### config.mk
export PLATFORM = sky130hd
export DESIGN_NAME = rxovf_tracker
export DESIGN_NICKNAME = d
export VERILOG_FILES = /design/src/rtl/rxovf_pkg.sv /design/src/rtl/rxovf_fifo.sv /design/src/rtl/rxovf_flags.sv /design/src/rtl/rxovf_ctrl.sv /design/src/rtl/rxovf_tracker.sv
export SDC_FILE = /design/constraint.sdc
export NUM_CORES = 1
export LEC_CHECK = 0
export BUFFER_PORTS_ARGS = -buffer_cell sky130_fd_sc_hd__buf_4
export CORE_ASPECT_RATIO = 0.7
export CORE_UTILIZATION = 40
export CTS_CLUSTER_SIZE = 8
export DETAILED_ROUTE_END_ITERATION = 16
export GPL_TIMING_DRIVEN = 0
export PLACE_DENSITY = 0.61
export RECOVER_POWER = 50
export SKIP_CTS_REPAIR_TIMING = 1
export SLEW_MARGIN = 10
export SYNTH_ARGS = -nofsm -noshare
export SYNTH_HDL_FRONTEND = slang
export SYNTH_SLANG_ARGS = --single-unit
### constraint.sdc
create_clock -name clk -period 7.4 [get_ports clk]
set_input_delay 0.37 -clock clk [delete_from_list [all_inputs] [get_ports clk]]
set_output_delay 0.37 -clock clk [all_outputs]
set_load 0.02 [all_outputs]
### src/rtl/rxovf_pkg.sv
package rxovf_pkg;
    localparam int BYTE_W        = 8;
    localparam int STAT_OK_BIT   = 7;
    localparam int STAT_LOSS_BIT = 5;
    localparam int FLAG_DOVF     = 0;
    localparam int FLAG_FOVF     = 1;
    localparam int NUM_FLAGS     = 2;

    typedef struct packed {
        logic              mark;
        logic [BYTE_W-1:0] data;
    } fifo_word_t;
endpackage

### src/rtl/rxovf_fifo.sv
module rxovf_fifo
    import rxovf_pkg::*;
#(
    parameter int DEPTH = 32,
    localparam int AW = (DEPTH > 1) ? $clog2(DEPTH) : 1,
    localparam int CW = $clog2(DEPTH + 1)
) (
    input  logic          clk,
    input  logic          rst_n,
    input  logic          wr_i,
    input  fifo_word_t    wr_word_i,
    input  logic          rd_i,
    output fifo_word_t    rd_word_o,
    output logic          rd_valid_o,
    output logic [CW-1:0] cnt_o,
    output logic          full_o,
    output logic          empty_o
);
    localparam logic [CW-1:0] FULL_LVL = CW'(DEPTH);
    localparam logic [AW-1:0] LAST_IDX = AW'(DEPTH - 1);

    typedef struct packed {
        logic [AW-1:0] wptr;
        logic [AW-1:0] rptr;
        logic [CW-1:0] cnt;
        logic          rvalid;
        fifo_word_t    rword;
    } fifo_st_t;

    fifo_st_t   st_d, st_q;
    fifo_word_t mem_q [DEPTH];
    logic       do_rd, do_wr;

    always_comb begin
        st_d   = st_q;
        do_rd  = rd_i && (st_q.cnt != '0);
        do_wr  = wr_i && (st_q.cnt != FULL_LVL);
        st_d.rvalid = do_rd;
        if (do_rd) begin
            st_d.rword = mem_q[st_q.rptr];
            st_d.rptr  = (st_q.rptr == LAST_IDX) ? '0 : st_q.rptr + AW'(1);
        end
        if (do_wr) begin
            st_d.wptr = (st_q.wptr == LAST_IDX) ? '0 : st_q.wptr + AW'(1);
        end
        case ({do_wr, do_rd})
            2'b10:   st_d.cnt = st_q.cnt + CW'(1);
            2'b01:   st_d.cnt = st_q.cnt - CW'(1);
            default: st_d.cnt = st_q.cnt;
        endcase
    end

    always_ff @(posedge clk) begin
        if (!rst_n) st_q <= '0;
        else        st_q <= st_d;
    end

    always_ff @(posedge clk) begin
        if (do_wr) mem_q[st_q.wptr] <= wr_word_i;
    end

    assign rd_word_o  = st_q.rword;
    assign rd_valid_o = st_q.rvalid;
    assign cnt_o      = st_q.cnt;
    assign full_o     = (st_q.cnt == FULL_LVL);
    assign empty_o    = (st_q.cnt == '0);


    no_write_when_full_chk: assert property (@(posedge clk) disable iff (!rst_n)
        wr_i |-> (st_q.cnt != FULL_LVL));


    read_valid_origin_chk: assert property (@(posedge clk) disable iff (!rst_n)
        st_q.rvalid |-> ($past(rd_i) && ($past(st_q.cnt) != '0)));
endmodule

### src/rtl/rxovf_flags.sv
module rxovf_flags #(
    parameter int N = 2
) (
    input  logic         clk,
    input  logic         rst_n,
    input  logic [N-1:0] set_i,
    input  logic [N-1:0] clr_i,
    output logic [N-1:0] flag_o
);
    logic [N-1:0] flag_d, flag_q;

    always_comb begin
        flag_d = (flag_q & ~clr_i) | set_i;
    end

    always_ff @(posedge clk) begin
        if (!rst_n) flag_q <= '0;
        else        flag_q <= flag_d;
    end

    assign flag_o = flag_q;

    for (genvar i = 0; i < N; i++) begin : g_flag_chk

        flag_sticky_chk: assert property (@(posedge clk) disable iff (!rst_n)
            (flag_q[i] && !clr_i[i]) |=> flag_q[i]);

        set_wins_chk: assert property (@(posedge clk) disable iff (!rst_n)
            set_i[i] |=> flag_q[i]);
    end
endmodule

### src/rtl/rxovf_ctrl.sv
module rxovf_ctrl
    import rxovf_pkg::*;
#(
    parameter int DEPTH  = 32,
    parameter int FCNT_W = 12,
    localparam int CW = $clog2(DEPTH + 1)
) (
    input  logic              clk,
    input  logic              rst_n,
    input  logic              char_mode_i,
    input  logic              in_valid_i,
    input  logic              in_sof_i,
    input  logic [BYTE_W-1:0] in_byte_i,
    input  logic              in_end_i,
    input  logic              in_frame_ok_i,
    input  logic [CW-1:0]     cnt_i,
    output logic              wr_o,
    output fifo_word_t        wr_word_o,
    output logic [NUM_FLAGS-1:0] set_o,
    output logic              frm_valid_o,
    output logic [FCNT_W-1:0] frm_cnt_o,
    output logic              frm_loss_o
);
    localparam logic [CW-1:0] FULL_LVL = CW'(DEPTH);
    localparam logic [CW-1:0] DATA_LIM = CW'(DEPTH - 1);

    typedef struct packed {
        logic              loss;
        logic [FCNT_W-1:0] fcnt;
        logic              fv;
        logic [FCNT_W-1:0] fc;
        logic              fl;
    } ctrl_st_t;

    ctrl_st_t          st_d, st_q;
    logic              base_loss;
    logic [FCNT_W-1:0] base_cnt;

    always_comb begin
        st_d      = st_q;
        st_d.fv   = 1'b0;
        wr_o      = 1'b0;
        wr_word_o = '0;
        set_o     = '0;
        base_loss = in_sof_i ? 1'b0 : st_q.loss;
        base_cnt  = in_sof_i ? '0 : st_q.fcnt;
        if (char_mode_i) begin
            if (in_valid_i) begin
                if (cnt_i < FULL_LVL) begin
                    wr_o           = 1'b1;
                    wr_word_o.data = in_byte_i;
                end else begin
                    set_o[FLAG_FOVF] = 1'b1;
                end
            end
        end else if (in_valid_i) begin
            if (cnt_i < DATA_LIM) begin
                wr_o           = 1'b1;
                wr_word_o.data = in_byte_i;
                st_d.fcnt      = base_cnt + FCNT_W'(1);
                st_d.loss      = base_loss;
            end else begin
                st_d.fcnt      = base_cnt;
                st_d.loss      = 1'b1;
            end
        end else if (in_end_i) begin
            if (cnt_i < FULL_LVL) begin
                wr_o                          = 1'b1;
                wr_word_o.mark                = 1'b1;
                wr_word_o.data[STAT_OK_BIT]   = in_frame_ok_i;
                wr_word_o.data[STAT_LOSS_BIT] = st_q.loss;
                set_o[FLAG_DOVF]              = st_q.loss;
                st_d.fv                       = 1'b1;
                st_d.fc                       = st_q.fcnt;
                st_d.fl                       = st_q.loss;
            end else begin
                set_o[FLAG_FOVF] = 1'b1;
            end
            st_d.loss = 1'b0;
            st_d.fcnt = '0;
        end
    end

    always_ff @(posedge clk) begin
        if (!rst_n) st_q <= '0;
        else        st_q <= st_d;
    end

    assign frm_valid_o = st_q.fv;
    assign frm_cnt_o   = st_q.fc;
    assign frm_loss_o  = st_q.fl;
endmodule

### src/rtl/rxovf_tracker.sv
module rxovf_tracker
    import rxovf_pkg::*;
#(
    parameter int DEPTH  = 32,
    parameter int FCNT_W = 12
) (
    input  logic              clk,
    input  logic              rst_n,
    input  logic              char_mode_i,
    input  logic              in_valid_i,
    input  logic              in_sof_i,
    input  logic [7:0]        in_byte_i,
    input  logic              in_end_i,
    input  logic              in_frame_ok_i,
    input  logic              rd_en_i,
    output logic              rd_valid_o,
    output logic [7:0]        rd_byte_o,
    output logic              rd_is_status_o,
    output logic              fifo_empty_o,
    output logic              fifo_full_o,
    input  logic [1:0]        irq_clr_i,
    output logic              irq_data_ovf_o,
    output logic              irq_fifo_ovf_o,
    output logic              frm_stat_valid_o,
    output logic [FCNT_W-1:0] frm_byte_cnt_o,
    output logic              frm_data_ovf_o
);
    localparam int CW = $clog2(DEPTH + 1);
    localparam logic [CW-1:0] DATA_LIM = CW'(DEPTH - 1);

    logic                 wr;
    fifo_word_t           wr_word, rd_word;
    logic [CW-1:0]        cnt;
    logic [NUM_FLAGS-1:0] flag_set, flags;

    rxovf_ctrl #(.DEPTH(DEPTH), .FCNT_W(FCNT_W)) u_ctrl (
        .clk           (clk),
        .rst_n         (rst_n),
        .char_mode_i   (char_mode_i),
        .in_valid_i    (in_valid_i),
        .in_sof_i      (in_sof_i),
        .in_byte_i     (in_byte_i),
        .in_end_i      (in_end_i),
        .in_frame_ok_i (in_frame_ok_i),
        .cnt_i         (cnt),
        .wr_o          (wr),
        .wr_word_o     (wr_word),
        .set_o         (flag_set),
        .frm_valid_o   (frm_stat_valid_o),
        .frm_cnt_o     (frm_byte_cnt_o),
        .frm_loss_o    (frm_data_ovf_o)
    );

    rxovf_fifo #(.DEPTH(DEPTH)) u_fifo (
        .clk        (clk),
        .rst_n      (rst_n),
        .wr_i       (wr),
        .wr_word_i  (wr_word),
        .rd_i       (rd_en_i),
        .rd_word_o  (rd_word),
        .rd_valid_o (rd_valid_o),
        .cnt_o      (cnt),
        .full_o     (fifo_full_o),
        .empty_o    (fifo_empty_o)
    );

    rxovf_flags #(.N(NUM_FLAGS)) u_flags (
        .clk    (clk),
        .rst_n  (rst_n),
        .set_i  (flag_set),
        .clr_i  (irq_clr_i),
        .flag_o (flags)
    );

    assign rd_byte_o      = rd_word.data;
    assign rd_is_status_o = rd_word.mark;
    assign irq_data_ovf_o = flags[FLAG_DOVF];
    assign irq_fifo_ovf_o = flags[FLAG_FOVF];


    reserve_slot_chk: assert property (@(posedge clk) disable iff (!rst_n)
        (!char_mode_i && wr && !wr_word.mark) |-> (cnt < DATA_LIM));


    discard_no_status_chk: assert property (@(posedge clk) disable iff (!rst_n)
        (!char_mode_i && in_end_i && !in_valid_i && fifo_full_o) |=> !frm_stat_valid_o);


    char_no_marker_chk: assert property (@(posedge clk) disable iff (!rst_n)
        (char_mode_i && wr) |-> !wr_word.mark);


    dma_pulse_single_chk: assert property (@(posedge clk) disable iff (!rst_n)
        frm_stat_valid_o |=> !frm_stat_valid_o);
endmodule

Word-level counts from Yosys, hierarchy flattened:

Memories as Yosys holds them, arrays and structs flattened. A register that Yosys moved wholly into a read port is not among the register bits.
Cells that the tools add are included.

* memories kept: 1
* bits in writable memories: 288
* logic and storage cells: 80
* input bits: 18
* register bits after elaboration: 46
* output and inout port bits: 28

Memories
* u_fifo.mem_q: words 32, width 9, rd ports 1, clocked after Yosys merged registers in 1, write ports 1, RTL line rxovf_fifo.sv:31 `fifo_word_t mem_q [DEPTH];`

* reduce and logical (&&, ||, !) cells: 11
* add/subtract/negate cells: 5
* bitwise gates (word level): 7
* eq/ne operators: 7
* multiplexer cells: 37
* $lt $le $gt $ge: 2

Operators by type and width (count)
* 2-to-1 mux 8 bit: 4
* 2-to-1 mux 27 bit: 1
* 2-to-1 mux 13 bit: 2
* 2-to-1 mux 1 bit: 20
* 2-to-1 mux 5 bit: 3
* 2-to-1 mux 14 bit: 1
* adder 12 x 1 -> 12 bit, second input constant: 1
* 2-to-1 mux 12 bit: 1
* case mux 6 bit (2 select lines): 1
* adder 5 x 1 -> 5 bit, second input constant: 2
* == test 5 bit, second input constant: 2
* 2-to-1 mux 2 bit: 4
* adder 6 x 1 -> 6 bit, second input constant: 1
* == test 6 bit, second input constant: 1
* logical NOT 6 bit: 1
* < comparator 6 x 5 -> 1 bit, second input constant: 1
* < comparator 6 bit, second input constant: 1
* != test 6 bit, second input constant: 1
* nonzero test 6 bit: 1
* subtractor 6 x 1 -> 6 bit, second input constant: 1
* NOT 1 bit: 4
* AND reduction 4 bit: 1
* nonzero test 2 bit: 2
* OR reduction 4 bit: 1
* other kinds (10): 11

Longest topological paths before layout:

* depth after elaboration: 8
* depth in mapped cells: 14
* gate-level depth less buffers: 12

By module:

From an unflattened synthesis, not the netlist that was laid out.

* cells, all modules: 889
* area, all modules: 14226.1 um2

Modules (own cells, without submodules)
* rxovf_fifo: times used 1, area each 12649.6 um2, seq. area each 9168.8 um2, cells each 696
* rxovf_ctrl: times used 1, area each 1493.9 um2, seq. area each 540.5 um2, cells each 187
* rxovf_flags: times used 1, area each 82.6 um2, seq. area each 40.0 um2, cells each 6

Worst setup path after synthesis:

Ideal clock, no wire load.

* path type: register to register
* start point: register u_fifo.st_q (netlist bit u_fifo.cnt_o[1])
* end point: register u_fifo.st_q (netlist bit u_fifo.cnt_o[5])
* arrival: 2.643 ns
* setup time: 0.119 ns
* period minus slack after synthesis: 2.762 ns
* cell stages (with the launch flop): 12
* required time: 7.281 ns
* buffers on the path: 1
* path slack: 4.638 ns
* cells stage by stage: dfxtp_1 > or4_4 > o31ai_4 > inv_2 > buf_2 > ha_1 > ha_1 > a21o_1 > a21oi_1 > nand4b_1 > nand4_1 > mux2i_1

* elaborated cells on any way between the ends: 18
* those cells by class: add/sub (2); order compare (2); eq/ne (3); mux (7); reduce/logical (4)

RTL lines
* start: declaration: RTL line rxovf_fifo.sv:30 `fifo_st_t st_d, st_q;`
* start signal: assignment: RTL line rxovf_fifo.sv:55 `else st_q <= st_d;`
* nonzero test 6 bit (*): RTL line rxovf_fifo.sv:36 `do_rd = rd_i && (st_q.cnt != '0);`
* logical AND 1 bit (*): RTL line rxovf_fifo.sv:36
* net u_fifo.do_rd: RTL line rxovf_fifo.sv:32 `logic do_rd, do_wr;`
* == test 2 x 1 -> 1 bit / == test 2 bit (equally long branches): RTL line rxovf_fifo.sv:46 `case ({do_wr, do_rd})`
* case mux 6 bit (2 select lines) / nonzero test 2 bit (equally long branches)

The timed path passes the listed nets; every way through them passes the cells marked *.
A chain may end at the register's enable or synchronous reset.

Worst setup path in the final report:

Ends and elaborated chain as after synthesis.

==> flow_metrics.env <==
export IMPL_clock_root_buffer="clkbuf_16"
export IMPL_synth_nets=916
export IMPL_ff2ff_setup_slack_ns=3.69
export IMPL_drtAntennaViolNets=0
export IMPL_switching_share=0.2768
export IMPL_num_antenna_cells=0
export IMPL_crit_reg2reg_capture="u_fifo.cnt_o[5]"
export IMPL_p_comb_frac=0.217
export IMPL_fin_crit_sh=0.5015
export IMPL_maxCapViolCount=7
export IMPL_clock_latency_ns=0.54
export IMPL_pwr_share_seq=0.416
export IMPL_synth_flop_cell="edfxtp_1"
export IMPL_avgRoutedWirePerCell_microns=22.87
export IMPL_initial_utilization=0.4078
export IMPL_cp_required_ns=7.83
export IMPL_fin_crit_ns=3.711
export IMPL_yosysSeqAreaShare=0.6854
export IMPL_firstDrtPassIters=6
export IMPL_rows=57
export IMPL_cts_tree="done"
export IMPL_coreArea_sq_um=34870
export IMPL_stdcell_area_sq_um=16330
export IMPL_antenna_found_initial=1
export IMPL_slew_headroom=-0.6242
export IMPL_power_switching_mw=1.498
export IMPL_clk_pin_slew_ns=0.05
export IMPL_cts_buffers=48
export IMPL_grt_max_degree=42
export IMPL_grt_total_usage=0.1901
export IMPL_drt_iter0_markers=727
export IMPL_end_kind="register"
export IMPL_ctsHtreeMaxLevel=2
export IMPL_cp_start_kind="register"
export IMPL_ir_drop_mv=0.1736
export IMPL_syn_avg_cell_area_sq_um=16.09
export IMPL_overflow=0
export IMPL_whs_path_depth=3
export IMPL_power_density_nw_per_um2=331.4
export IMPL_drv_slew=216
export IMPL_min_to="u_flags.flag_o[0]"
export IMPL_leakagePower_nw=5.338
export IMPL_area_delta_synth_final_pct=14.84
export IMPL_worst_slew_pin_transition_ns=2.375
export IMPL_drive_gt1_frac=0.1534
export IMPL_placed_area_sq_um=15140
export IMPL_finalPower_mw=5.414
export IMPL_violations="capacitance limit, slew limit"
export IMPL_path_class="register to register"
export IMPL_die_x_microns=227.4
export IMPL_yosys_top_cells_count="288 x edfxtp_1, 63 x nand2_1, 57 x nor2_1, 55 x dfxtp_1, 47 x a21oi_1"
export IMPL_yosys_area_top_type_share=0.6080
export IMPL_drc=0
export IMPL_p_int_mw=3.915
export IMPL_min_delay_path_class="input port to register"
export IMPL_synth_async_sr_flop_share=0
export IMPL_syn_inst=884
export IMPL_grt_pass1_wl_mm=50.36
export IMPL_synth_seq_cells=343
export IMPL_status="complete, but fails checks"
export IMPL_crit_arrival_ns=4.14
export IMPL_vias=8082
export IMPL_gp_congestion=0.9325
export IMPL_critPathMaxFanout=10
export IMPL_ff2ff_path_depth=11
export IMPL_die_y_microns=159.8
export IMPL_grt_pass1_vias=8075
export IMPL_avgViaCountPerCell=5.476
export IMPL_worstHoldStart="irq_clr_i[0]"
export IMPL_hpwl_mm=22.22
export IMPL_clk_path_buf_depth=3
export IMPL_cts_sink_count=343
export IMPL_tns_ns=0
export IMPL_p_clk_frac=0.367
export IMPL_nNetsFinal=1009
export IMPL_max_freq_mhz=269.5
export IMPL_yosysTopAreaCell="edfxtp_1"
export IMPL_wl_mm=33.76
export IMPL_r2r_start="u_fifo.cnt_o[1]"
export IMPL_hold_worst_slack_ns=0.1104
export IMPL_rsz0062_at_grt="no"
export IMPL_top_level_ports=46
export IMPL_setup_viol=0
export IMPL_ys_types=69
export IMPL_die_area_sq_um=36330
export IMPL_io_buffers=43
export IMPL_synthTopCellsByArea="edfxtp_1 61%, dfxtp_1 7.7%, mux4_2 5.9%"
export IMPL_fin_skew_ns=0.01235
export IMPL_synth_most_common_cell="edfxtp_1"
export IMPL_finalHoldViolations=0
export IMPL_yosysWarnings=0
export IMPL_synth_edff_count=288
export IMPL_syn_area_sq_um=14220
metal layers:
| metal | up-vias | share of wire | track usage |
|---|---|---|---|
| met3 | 37 | 0.087 | 0.05759 |
| met5 | - | 0 | 0 |
| li1 | 3649 | - | - |
| met4 | 0 | 0.012 | 0.04393 |
| met2 | 271 | 0.42 | 0.2607 |
| met1 | 4125 | 0.48 | 0.2929 |
critical path, cell delays in order (launching register included):
cell,delay [ns]
dfxtp_1,0.36
or4_1,0.60
o31ai_1,0.60
inv_2,0.22
buf_2,0.27
ha_1,0.30
ha_1,0.30
a21o_1,0.17
a21oi_1,0.27
nand4b_1,0.16
nand4_1,0.17
mux2i_1,0.16
layout make-up:
cell class	instances	area, sq um
multi-input cells	455	3915
clock buffers	75	1324
fillers	3048	18540
well taps	472	590.6
flip-flops and latches	343	9749
repair buffers	43	232.7
clock inverters	2	17.52
plain buffers	72	452.9
inverters	14	52.55
logic make-up (layout without fill, tap and decap cells):
group	count (synthesis)	in the layout	share of synthesized area
compound gates	143	143	0.06571
flops	343	343	0.6854
fa+ha+maj	14	14	0.01284
buf+inv	86	206	0.03659
simple gates	213	213	0.07389
xor+xnor	3	3	0.001848
mux	82	82	0.1237
through the flow:
| stage | instances | utilization | setup slack [ns] |
|---|---|---|---|
| detailed placement | 1399 | 0.4340 | 4.128 |
| finish | 1476 | 0.4684 | 3.689 |
| CTS | 1476 | 0.4725 | 4.110 |
| floorplan | 884 | - | 4.638 |
| global placement | 1399 | 0.4340 | 4.174 |
| global route | 1476 | 0.4684 | 3.463 |
flip-flops by register name, indices dropped and copies added, names as in the netlist:
signal / cells
u_flags.flag_o: 2
u_fifo.st_q: 10
u_fifo.mem_q: 288
u_ctrl.frm_cnt_o: 12
u_ctrl.frm_valid_o: 1
u_ctrl.frm_loss_o: 1
u_fifo.rd_valid_o: 1
u_fifo.rd_word_o: 9
u_fifo.cnt_o: 6
u_ctrl.st_q: 13
power by group through the flow:
stage                     combinational, mW  sequential, mW  clock (mW)
after floorplan                       0.861            2.27           0
after global placement                 1.21            2.29           0
after detailed placement               1.22            2.29           0
after CTS                              1.22            2.25        2.02
after global routing                   1.26            2.26        2.10
final                                  1.17            2.25        1.99
worst max path at each step:
stage	from	to	slack (ns)	depth (start not counted)
2_1_floorplan	u_fifo.cnt_o[1]	u_fifo.cnt_o[5]	4.64	11
3_3_place_gp	u_fifo.cnt_o[1]	u_fifo.cnt_o[5]	4.17	11
3_5_place_dp	u_fifo.cnt_o[1]	u_fifo.cnt_o[5]	4.13	11
4_1_cts	u_fifo.cnt_o[1]	u_fifo.cnt_o[5]	4.11	11
5_1_grt	u_fifo.cnt_o[1]	u_fifo.cnt_o[5]	3.46	11
6_report	u_fifo.cnt_o[1]	u_fifo.cnt_o[5]	3.69	11
cell usage in the layout (no fill, tap or decap), drive strengths merged, types with 4 or more instances in the layout:
cell type and count:
and2 12, clkbuf 137, or3b 4, mux2i 13, edfxtp 288, ha 13, nor2b 15, and3 4
buf 53, nand2b 11, a22oi 24, nor2 57, o21a 5, nand3 11, inv 15, o31ai 4
a211oi 4, nand2 63, a21oi 47, a31oi 10, o21ai 25, mux4 66, nor3 12, dfxtp 55
nand3b 7
Note: power is estimated with default switching activity, not from simulation.
